File: src/rtl/pci_dly_rd_tgt.sv
module pci_dly_rd_tgt #(
  parameter int ADDR_W    = 32,
  parameter int DATA_W    = 32,
  parameter int LAT_LIMIT = 32
) (
  input  logic              clk,
  input  logic              rst_n,
  input  logic              frame_n,
  input  logic              irdy_n,
  input  logic [ADDR_W-1:0] ad_addr,
  input  logic [3:0]        cbe_cmd,
  input  logic              dly_en,
  input  logic              retry_inh,
  input  logic              mem_ack,
  input  logic [DATA_W-1:0] mem_data,
  output logic              devsel_n,
  output logic              trdy_n,
  output logic              stop_n,
  output logic [DATA_W-1:0] rdata,
  output logic              mem_req,
  output logic              probe_req,
  output logic [ADDR_W-1:0] mem_addr
);
  localparam int CW = $clog2(LAT_LIMIT + 1);
  localparam logic [CW-1:0] LAST = CW'(LAT_LIMIT - 1);

  typedef enum logic [1:0] {S_IDLE, S_WAIT, S_DATA, S_RETRY} st_t;
  st_t st;

  logic              frame_q;
  logic [CW-1:0]     cnt;
  logic              q_vld, q_done;
  logic [ADDR_W-1:0] q_addr;
  logic [3:0]        q_cmd;
  logic [DATA_W-1:0] q_data;

  wire dt    = dly_en & ~retry_inh;
  wire start = (st == S_IDLE) & ~frame_n & frame_q;
  wire is_rd = (cbe_cmd == 4'h6) | (cbe_cmd == 4'hC) | (cbe_cmd == 4'hE);
  wire hit   = (q_addr == ad_addr) & (q_cmd == cbe_cmd);

  assign devsel_n = (st == S_IDLE);
  assign trdy_n   = (st != S_DATA);
  assign stop_n   = (st != S_RETRY);

  always_ff @(posedge clk) begin
    if (!rst_n) begin
      st        <= S_IDLE;
      frame_q   <= 1'b1;
      cnt       <= '0;
      q_vld     <= 1'b0;
      q_done    <= 1'b0;
      q_addr    <= '0;
      q_cmd     <= '0;
      q_data    <= '0;
      rdata     <= '0;
      mem_req   <= 1'b0;
      probe_req <= 1'b0;
      mem_addr  <= '0;
    end else begin
      frame_q   <= frame_n;
      mem_req   <= 1'b0;
      probe_req <= 1'b0;
      if (mem_ack && st != S_WAIT && q_vld && !q_done) begin
        q_done <= 1'b1;
        q_data <= mem_data;
      end
      case (st)
        S_IDLE:
          if (start && is_rd) begin
            if (q_vld) begin
              if (hit && q_done) begin
                st    <= S_DATA;
                rdata <= q_data;
              end else begin
                st <= S_RETRY;
              end
            end else begin
              st        <= S_WAIT;
              cnt       <= CW'(1);
              q_addr    <= ad_addr;
              q_cmd     <= cbe_cmd;
              mem_req   <= 1'b1;
              probe_req <= 1'b1;
              mem_addr  <= ad_addr;
            end
          end
        S_WAIT:
          if (mem_ack) begin
            st    <= S_DATA;
            rdata <= mem_data;
          end else if (dt && cnt == LAST) begin
            st     <= S_RETRY;
            q_vld  <= 1'b1;
            q_done <= 1'b0;
          end else if (cnt != LAST) begin
            cnt <= cnt + CW'(1);
          end
        S_DATA:
          if (!irdy_n) begin
            st     <= S_IDLE;
            q_vld  <= 1'b0;
            q_done <= 1'b0;
          end
        default: st <= S_IDLE;
      endcase
    end
  end

  p_req_pulse_r3: assert property (@(posedge clk) disable iff (!rst_n)
    mem_req |=> !mem_req);
  p_devsel_with_trdy_r4: assert property (@(posedge clk) disable iff (!rst_n)
    !trdy_n |-> !devsel_n);
  p_stop_trdy_excl_r5: assert property (@(posedge clk) disable iff (!rst_n)
    !(!stop_n && !trdy_n));
  p_retry_one_cycle_r5: assert property (@(posedge clk) disable iff (!rst_n)
    !stop_n |=> (stop_n && devsel_n));
  p_lat_bound_r5: assert property (@(posedge clk) disable iff (!rst_n)
    (st == S_WAIT && dt) |-> (cnt < CW'(LAT_LIMIT)));
  p_hold_no_stop_r6: assert property (@(posedge clk) disable iff (!rst_n)
    (st == S_WAIT && !dt) |=> stop_n);
  p_no_req_when_busy_r9: assert property (@(posedge clk) disable iff (!rst_n)
    q_vld |=> !mem_req);
endmodule

File: config.mk
export PLATFORM = sky130hd
export DESIGN_NAME = pci_dly_rd_tgt
export DESIGN_NICKNAME = d
export VERILOG_FILES = /design/src/rtl/pci_dly_rd_tgt.sv
export SDC_FILE = /design/constraint.sdc
export NUM_CORES = 1
export LEC_CHECK = 0
export ABC_CLOCK_PERIOD_IN_PS = 6500
export BUFFER_PORTS_ARGS = -buffer_cell sky130_fd_sc_hd__clkbuf_2
export CORE_ASPECT_RATIO = 1.75
export CORE_MARGIN = 4
export CORE_UTILIZATION = 40
export DETAILED_ROUTE_END_ITERATION = 7
export GPL_TIMING_DRIVEN = 0
export SLEW_MARGIN = 20
export SYNTH_ARGS = -nofsm -noshare
export SYNTH_HDL_FRONTEND = slang
export SYNTH_SLANG_ARGS = --single-unit
File: constraint.sdc
create_clock -name clk -period 6.5 [get_ports clk]
set_input_delay 0.325 -clock clk [delete_from_list [all_inputs] [get_ports clk]]
set_output_delay 0.325 -clock clk [all_outputs]
set_load 0.01 [all_outputs]
-- Word-level counts from Yosys, hierarchy flattened
Index checks and enable logic that the tools add are counted.
- register bits: 112
- bits of input ports: 75
- output and inout port bits: 69
- logic and storage cells: 87
- add/sub/neg operators: 1
- eq/ne operators: 23
- multiplexer cells: 28
- bitwise operators: 9
- reduce and logical (&&, ||, !) cells: 16
- operator list (kind ; number):
    32-bit two-way mux ; 4
    32-bit one-hot mux with 2 select lines ; 1
    32-bit == test ; 1
    6-bit two-way mux ; 5
    2-bit != test, second input constant ; 9
    6-bit one-hot mux with 2 select lines ; 1
    2-bit two-way mux ; 5
    1-bit two-way mux ; 9
    3-bit AND reduction ; 3
    4-bit == test, second input constant ; 2
    2-bit by 1-bit != test with 1-bit output, second input constant ; 4
    6-bit by 1-bit adder with 6-bit output, second input constant ; 1
    6-bit by 5-bit == test with 1-bit output, second input constant ; 1
    1-bit logical AND ; 6
    6-bit by 5-bit != test with 1-bit output, second input constant ; 1
    2-bit one-hot mux with 3 select lines ; 1
    6-bit AND reduction ; 1
    5-bit AND reduction ; 1
    1-bit AND ; 4
    4-bit by 3-bit == test with 1-bit output, second input constant ; 1
    4-bit == test ; 1
    1-bit one-hot mux with 2 select lines ; 2
    4-bit AND reduction ; 1
    2-bit nonzero test ; 2
    7 further kinds ; 10

-- Logic depth before layout (Yosys ltp)
- word-level depth: 8
- mapped depth: 10
- depth with buffers taken out: 8

-- Worst setup path before layout
No wires, ideal clock.
- path kind: reg2reg
- start: reg st[0]
- end: reg rdata[0]
- library setup time: 116 ps
- arrival time: 2287 ps
- data required time: 6384 ps
- setup slack: 4096 ps
- cell stages (with the launch flop): 10
- buffers on the path: 1
- clock period less this slack: 2404 ps
- cells stage by stage: dfxtp_1 -> inv_1 -> ha_1 -> nor2b_1 -> a2111oi_1 -> nand4_1 -> nor4_4 -> clkbuf_1 -> o21ai_0 -> o211a_1
- word-level cells in the longest chain between the ends: 6
- elaborated cells between the ends (all ways): 12
- classes of those cells: eq/ne: 5; mux: 1; bitwise: 2; reduce/logical: 4
- RTL lines (item ; RTL line ; text):
    from (decl) ; 28 ; st_t st;
    from (signal assigned) ; 48 ; st <= S_IDLE;
    from (signal assigned) ; 73 ; st <= S_DATA;
    from (signal assigned) ; 76 ; st <= S_RETRY;
    2-bit zero test * ; n/a ;
    named net devsel_n ; 16 ; output logic devsel_n,
    1-bit AND (2 in series) ; 38 ; wire start = (st == S_IDLE) & ~frame_n & frame_q;
    1-bit logical AND ; 70 ; if (start && is_rd) begin
    2-bit by 1-bit != test with 1-bit output (no source line) ; n/a ;
    5-bit AND reduction (no source line) ; n/a ;
    to (signal assigned) ; 74 ; rdata <= q_data;
    to (signal assigned) ; 91 ; rdata <= mem_data;
    to (decl) ; 19 ; output logic [DATA_W-1:0] rdata,
Mark *: on every way through the listed nets, which the timed path passes. The rest lies on a longest branch.
A chain may end at the register's enable or synchronous reset.

-- Worst setup path in the final report
- start: reg st[0]
- end: reg rdata[19]
- word-level cells in the longest chain between the ends: 6
- elaborated cells between the ends (all ways): 12
- classes of those cells: eq/ne: 5; mux: 1; bitwise: 2; reduce/logical: 4
- RTL lines (item ; RTL line):
    2-bit zero test ; 38, 68
    1-bit AND (2 in series) ; 38
    1-bit logical AND ; 70
    2-bit by 1-bit != test with 1-bit output (no source line) ; n/a
    5-bit AND reduction (no source line) ; n/a
Several ways; a longest one is shown, not always the timed one.

==> flow_summary_export.csv <==
group,metric,value,unit
drt,highest_layer,"met4",
finish,area_delta_synth_final,24.8,%
placed_design,dp_hpwl,10600,um
finish,diodes,0,
drt,via_per_inst,5.07,
floorplan,core_area,12100,um^2
critical_path,cp.arrival,3.14,ns
floorplan,placementRows,53,
critical_path,worstSetupPathType,"flip-flop to flip-flop",
critical_path,crit_path_end_kind,"flip-flop",
finish,seq_area,2240,um^2
sta,fin_crit_sh,44.5,%
placed_design,numPortBuffers,143,
synth,ys_ff_latch,112,
synth,ys_seq_area_share,45.1,%
placed_design,place_congestion,0.770,
critical_path,critPathMaxFanout,10,
placed_design,dpl_worst_slack,3.60,ns
cts,clockRootBuffer,"clkbuf_16",
floorplan,die_area,14300,um^2
finish,drive_gt1_share,24.2,%
sta,fmax,0.345,GHz
drt,routed_wl,13400,um
power,leakage,0.00317,uW
cts,ctsResizeCount,0,
drt,route.detailed.drc,0,
synth,synth_cell_types,41,
cts,cts_buffers,9,
sta,worst_hold_slack,0.202,ns
synth,syn_area,4970,um^2
global_routing,grtUsageTotal,19.1,%
global_routing,grt_pass1_wl,21900,um
synth,syn_area_per_cell,9.31,um^2
sta,fin_crit,2.90,ns
finish,final_nets,768,
floorplan,fp.dieW,92.3,um
power,power_per_cell_area,299,nW/um^2
sta,worst_slew_pin_slew,0.831,ns
power,peakVddDrop,0.219,mV
global_routing,grt_pass1_vias,4510,
cts,htreeDepth,3,
sta,hold_viol_final,0,
sta,fin_ws,3.60,ns
sta,fin_skew,0.00735,ns
critical_path,crit_path_start_kind,"flip-flop",
drt,vias,4347,
sta,setup_viol,0,
sta,rsz0062_at_grt,"false",
drt,wl_met2,7160,um
drt,route.met3.wl,680,um
synth,synth_nets,614,
sta,final.setup.tns,0,ns
cts,cts.sink_count,112,
drt,drt_iter0_drc,107,
run,max_cap_violations,0,
synth,syn_inst,534,
global_routing,antenna_found_initial,0,
cts,cts_tree,"done",
status,status,"finished clean",
drt,wl_met1,5210,um
drt,ant_nets,0,
cts,clock_latency,0.35,ns
drt,wl_per_cell,15.6,um
floorplan,die_h,155,um
global_routing,overflow,0,
sta,max-slew-margin-rel,44.6,%
min_path,hold_class,"input pin to flip-flop",
finish,multi_input_area,2500,um^2
drt,firstDrtPassIters,5,
synth,ys_warn_count,0,
critical_path,reg2reg_slack,3.60,ns
critical_path,crit_required,6.75,ns
sta,maxSlewViolCount,0,
cts,cts_buffer_depth,2,
floorplan,io_pins,144,
finish,fillers,1213,
cts,cts_setup_buffers,0,
cts,path_clk_slew,0.07,ns
global_routing,grt_max_degree,20,
cts,cts_hold_repair.buffers,0,
floorplan,floorplan.initialDensity,41.2,%
synthesized netlist by cell type:
cell	count	area share, %
inv_1	10	0.76
nor4_4	1	0.43
ha_1	5	1.3
a221oi_1	3	0.53
a211oi_1	2	0.30
a22oi_1	1	0.15
nand2b_1	5	0.63
nand4b_1	1	0.18
nand3b_1	2	0.30
and3_1	2	0.25
nor2b_1	5	0.63
buf_1	8	0.60
buf_8	3	0.91
a21o_1	1	0.15
nand2_1	70	5.3
o211a_1	33	6.6
nor4bb_1	1	0.20
nand3_1	2	0.20
clkbuf_1	23	1.7
inv_2	2	0.15
buf_6	1	0.23
mux2i_1	65	13
a211o_1	1	0.18
nand4_1	6	0.76
o21ai_0	33	3.3
dfxtp_1	112	45
and2_1	1	0.13
o221ai_1	1	0.18
o21a_1	2	0.30
a2111oi_1	1	0.20
a21oi_1	36	3.6
o32ai_1	1	0.18
buf_4	1	0.15
nor4_1	7	0.88
xnor2_1	6	1.1
or2_1	1	0.13
xor2_1	30	5.3
a31oi_1	1	0.13
or4_4	1	0.23
nor2_1	46	3.5
nor3_1	1	0.10
path summary, 6_finish.rpt:
check	to	startpoint	cells past startpoint
setup / recovery	rdata[19]	st[0]	9
hold / removal	frame_q	frame_n	2
setup reg to reg	rdata[19]	st[0]	9
hold reg to reg	q_data[5]	q_data[5]	2
worst max-delay path, stage by stage, from the launching register on:
cell and delay [ns]:
dfxtp_1 0.39, inv_1 0.08, ha_1 0.31, nor2b_1 0.18, a2111oi_1 0.46, nand4_1 0.22
nor4_4 0.49, clkbuf_1 0.36, o21ai_0 0.16, o211a_1 0.15
power breakdown:
group	internal [uW]	leakage, uW	total, uW	switching [uW]
clock network	314	0.000147	576	261
registers	743	0.000905	781	38.3
logic	220	0.00212	498	278
kinds of logic after synthesis:
family | after synthesis | synth area share, %
multiplexers | 65 | 13.1
buffers and inverters | 48 | 4.53
adder cells (fa/ha/maj) | 5 | 1.26
AO/OA/AOI/OAI | 116 | 15.9
AND/OR/NAND/NOR | 152 | 13.8
XOR/XNOR | 36 | 6.34
flip-flops | 112 | 45.1
cell type report:
cell class | count | area share (%)
repair buffers | 143 | 11.5
plain buffers | 36 | 2.90
flip-flops and latches | 112 | 36.1
multi-input cells | 374 | 40.3
inverters | 12 | 0.726
clock inverters | 6 | 1.19
well taps | 165 | 3.33
clock buffers | 10 | 3.85
metrics by stage:
| step | total power [uW] | std cells | area (um^2) | utilization [%] |
|---|---|---|---|---|
| final | 1850 | 858 | 6210 | 51.4 |
| after global routing | 1970 | 858 | 6210 | 51.4 |
| after CTS | 1880 | 858 | 6210 | 51.4 |
| after detailed placement | 1300 | 842 | 5890 | 48.8 |
| after global placement | 1290 | 842 | 5890 | 48.8 |
| after floorplan | 1140 | 534 | 4970 | - |
layer usage:
metal  global-route usage (%)  vias to the layer above
met4                     7.44                        0
li1                         -                     2163
met3                     3.68                       21
met5                        0                        -
met1                     20.6                     2039
met2                     36.0                      124
flip-flops by register name, indices dropped and copies added, names as in the netlist:
name,cells
q_addr,32
q_data,32
rdata,32
cnt,6
q_cmd,4
st,2
frame_q,1
probe_req,1
q_done,1
q_vld,1
placed cells by master, fill, tap and decap left out, types with 2 or more instances in the layout:
cell,count
xor2_1,30
clkinvlp_4,2
nand2b_1,5
nor2_1,46
inv_1,10
clkbuf_1,23
ha_1,5
inv_2,2
o21a_1,2
a221oi_1,3
nand4_1,6
nor4_1,7
nand3b_1,2
nand2_1,70
buf_1,8
buf_8,3
dfxtp_1,112
o211a_1,33
nor2b_1,5
clkbuf_2,143
mux2i_1,65
clkbuf_16,9
and3_1,2
o21ai_0,33
nand3_1,2
a21oi_1,36
xnor2_1,6
a211oi_1,2
Power figures use the tool's default switching activity.
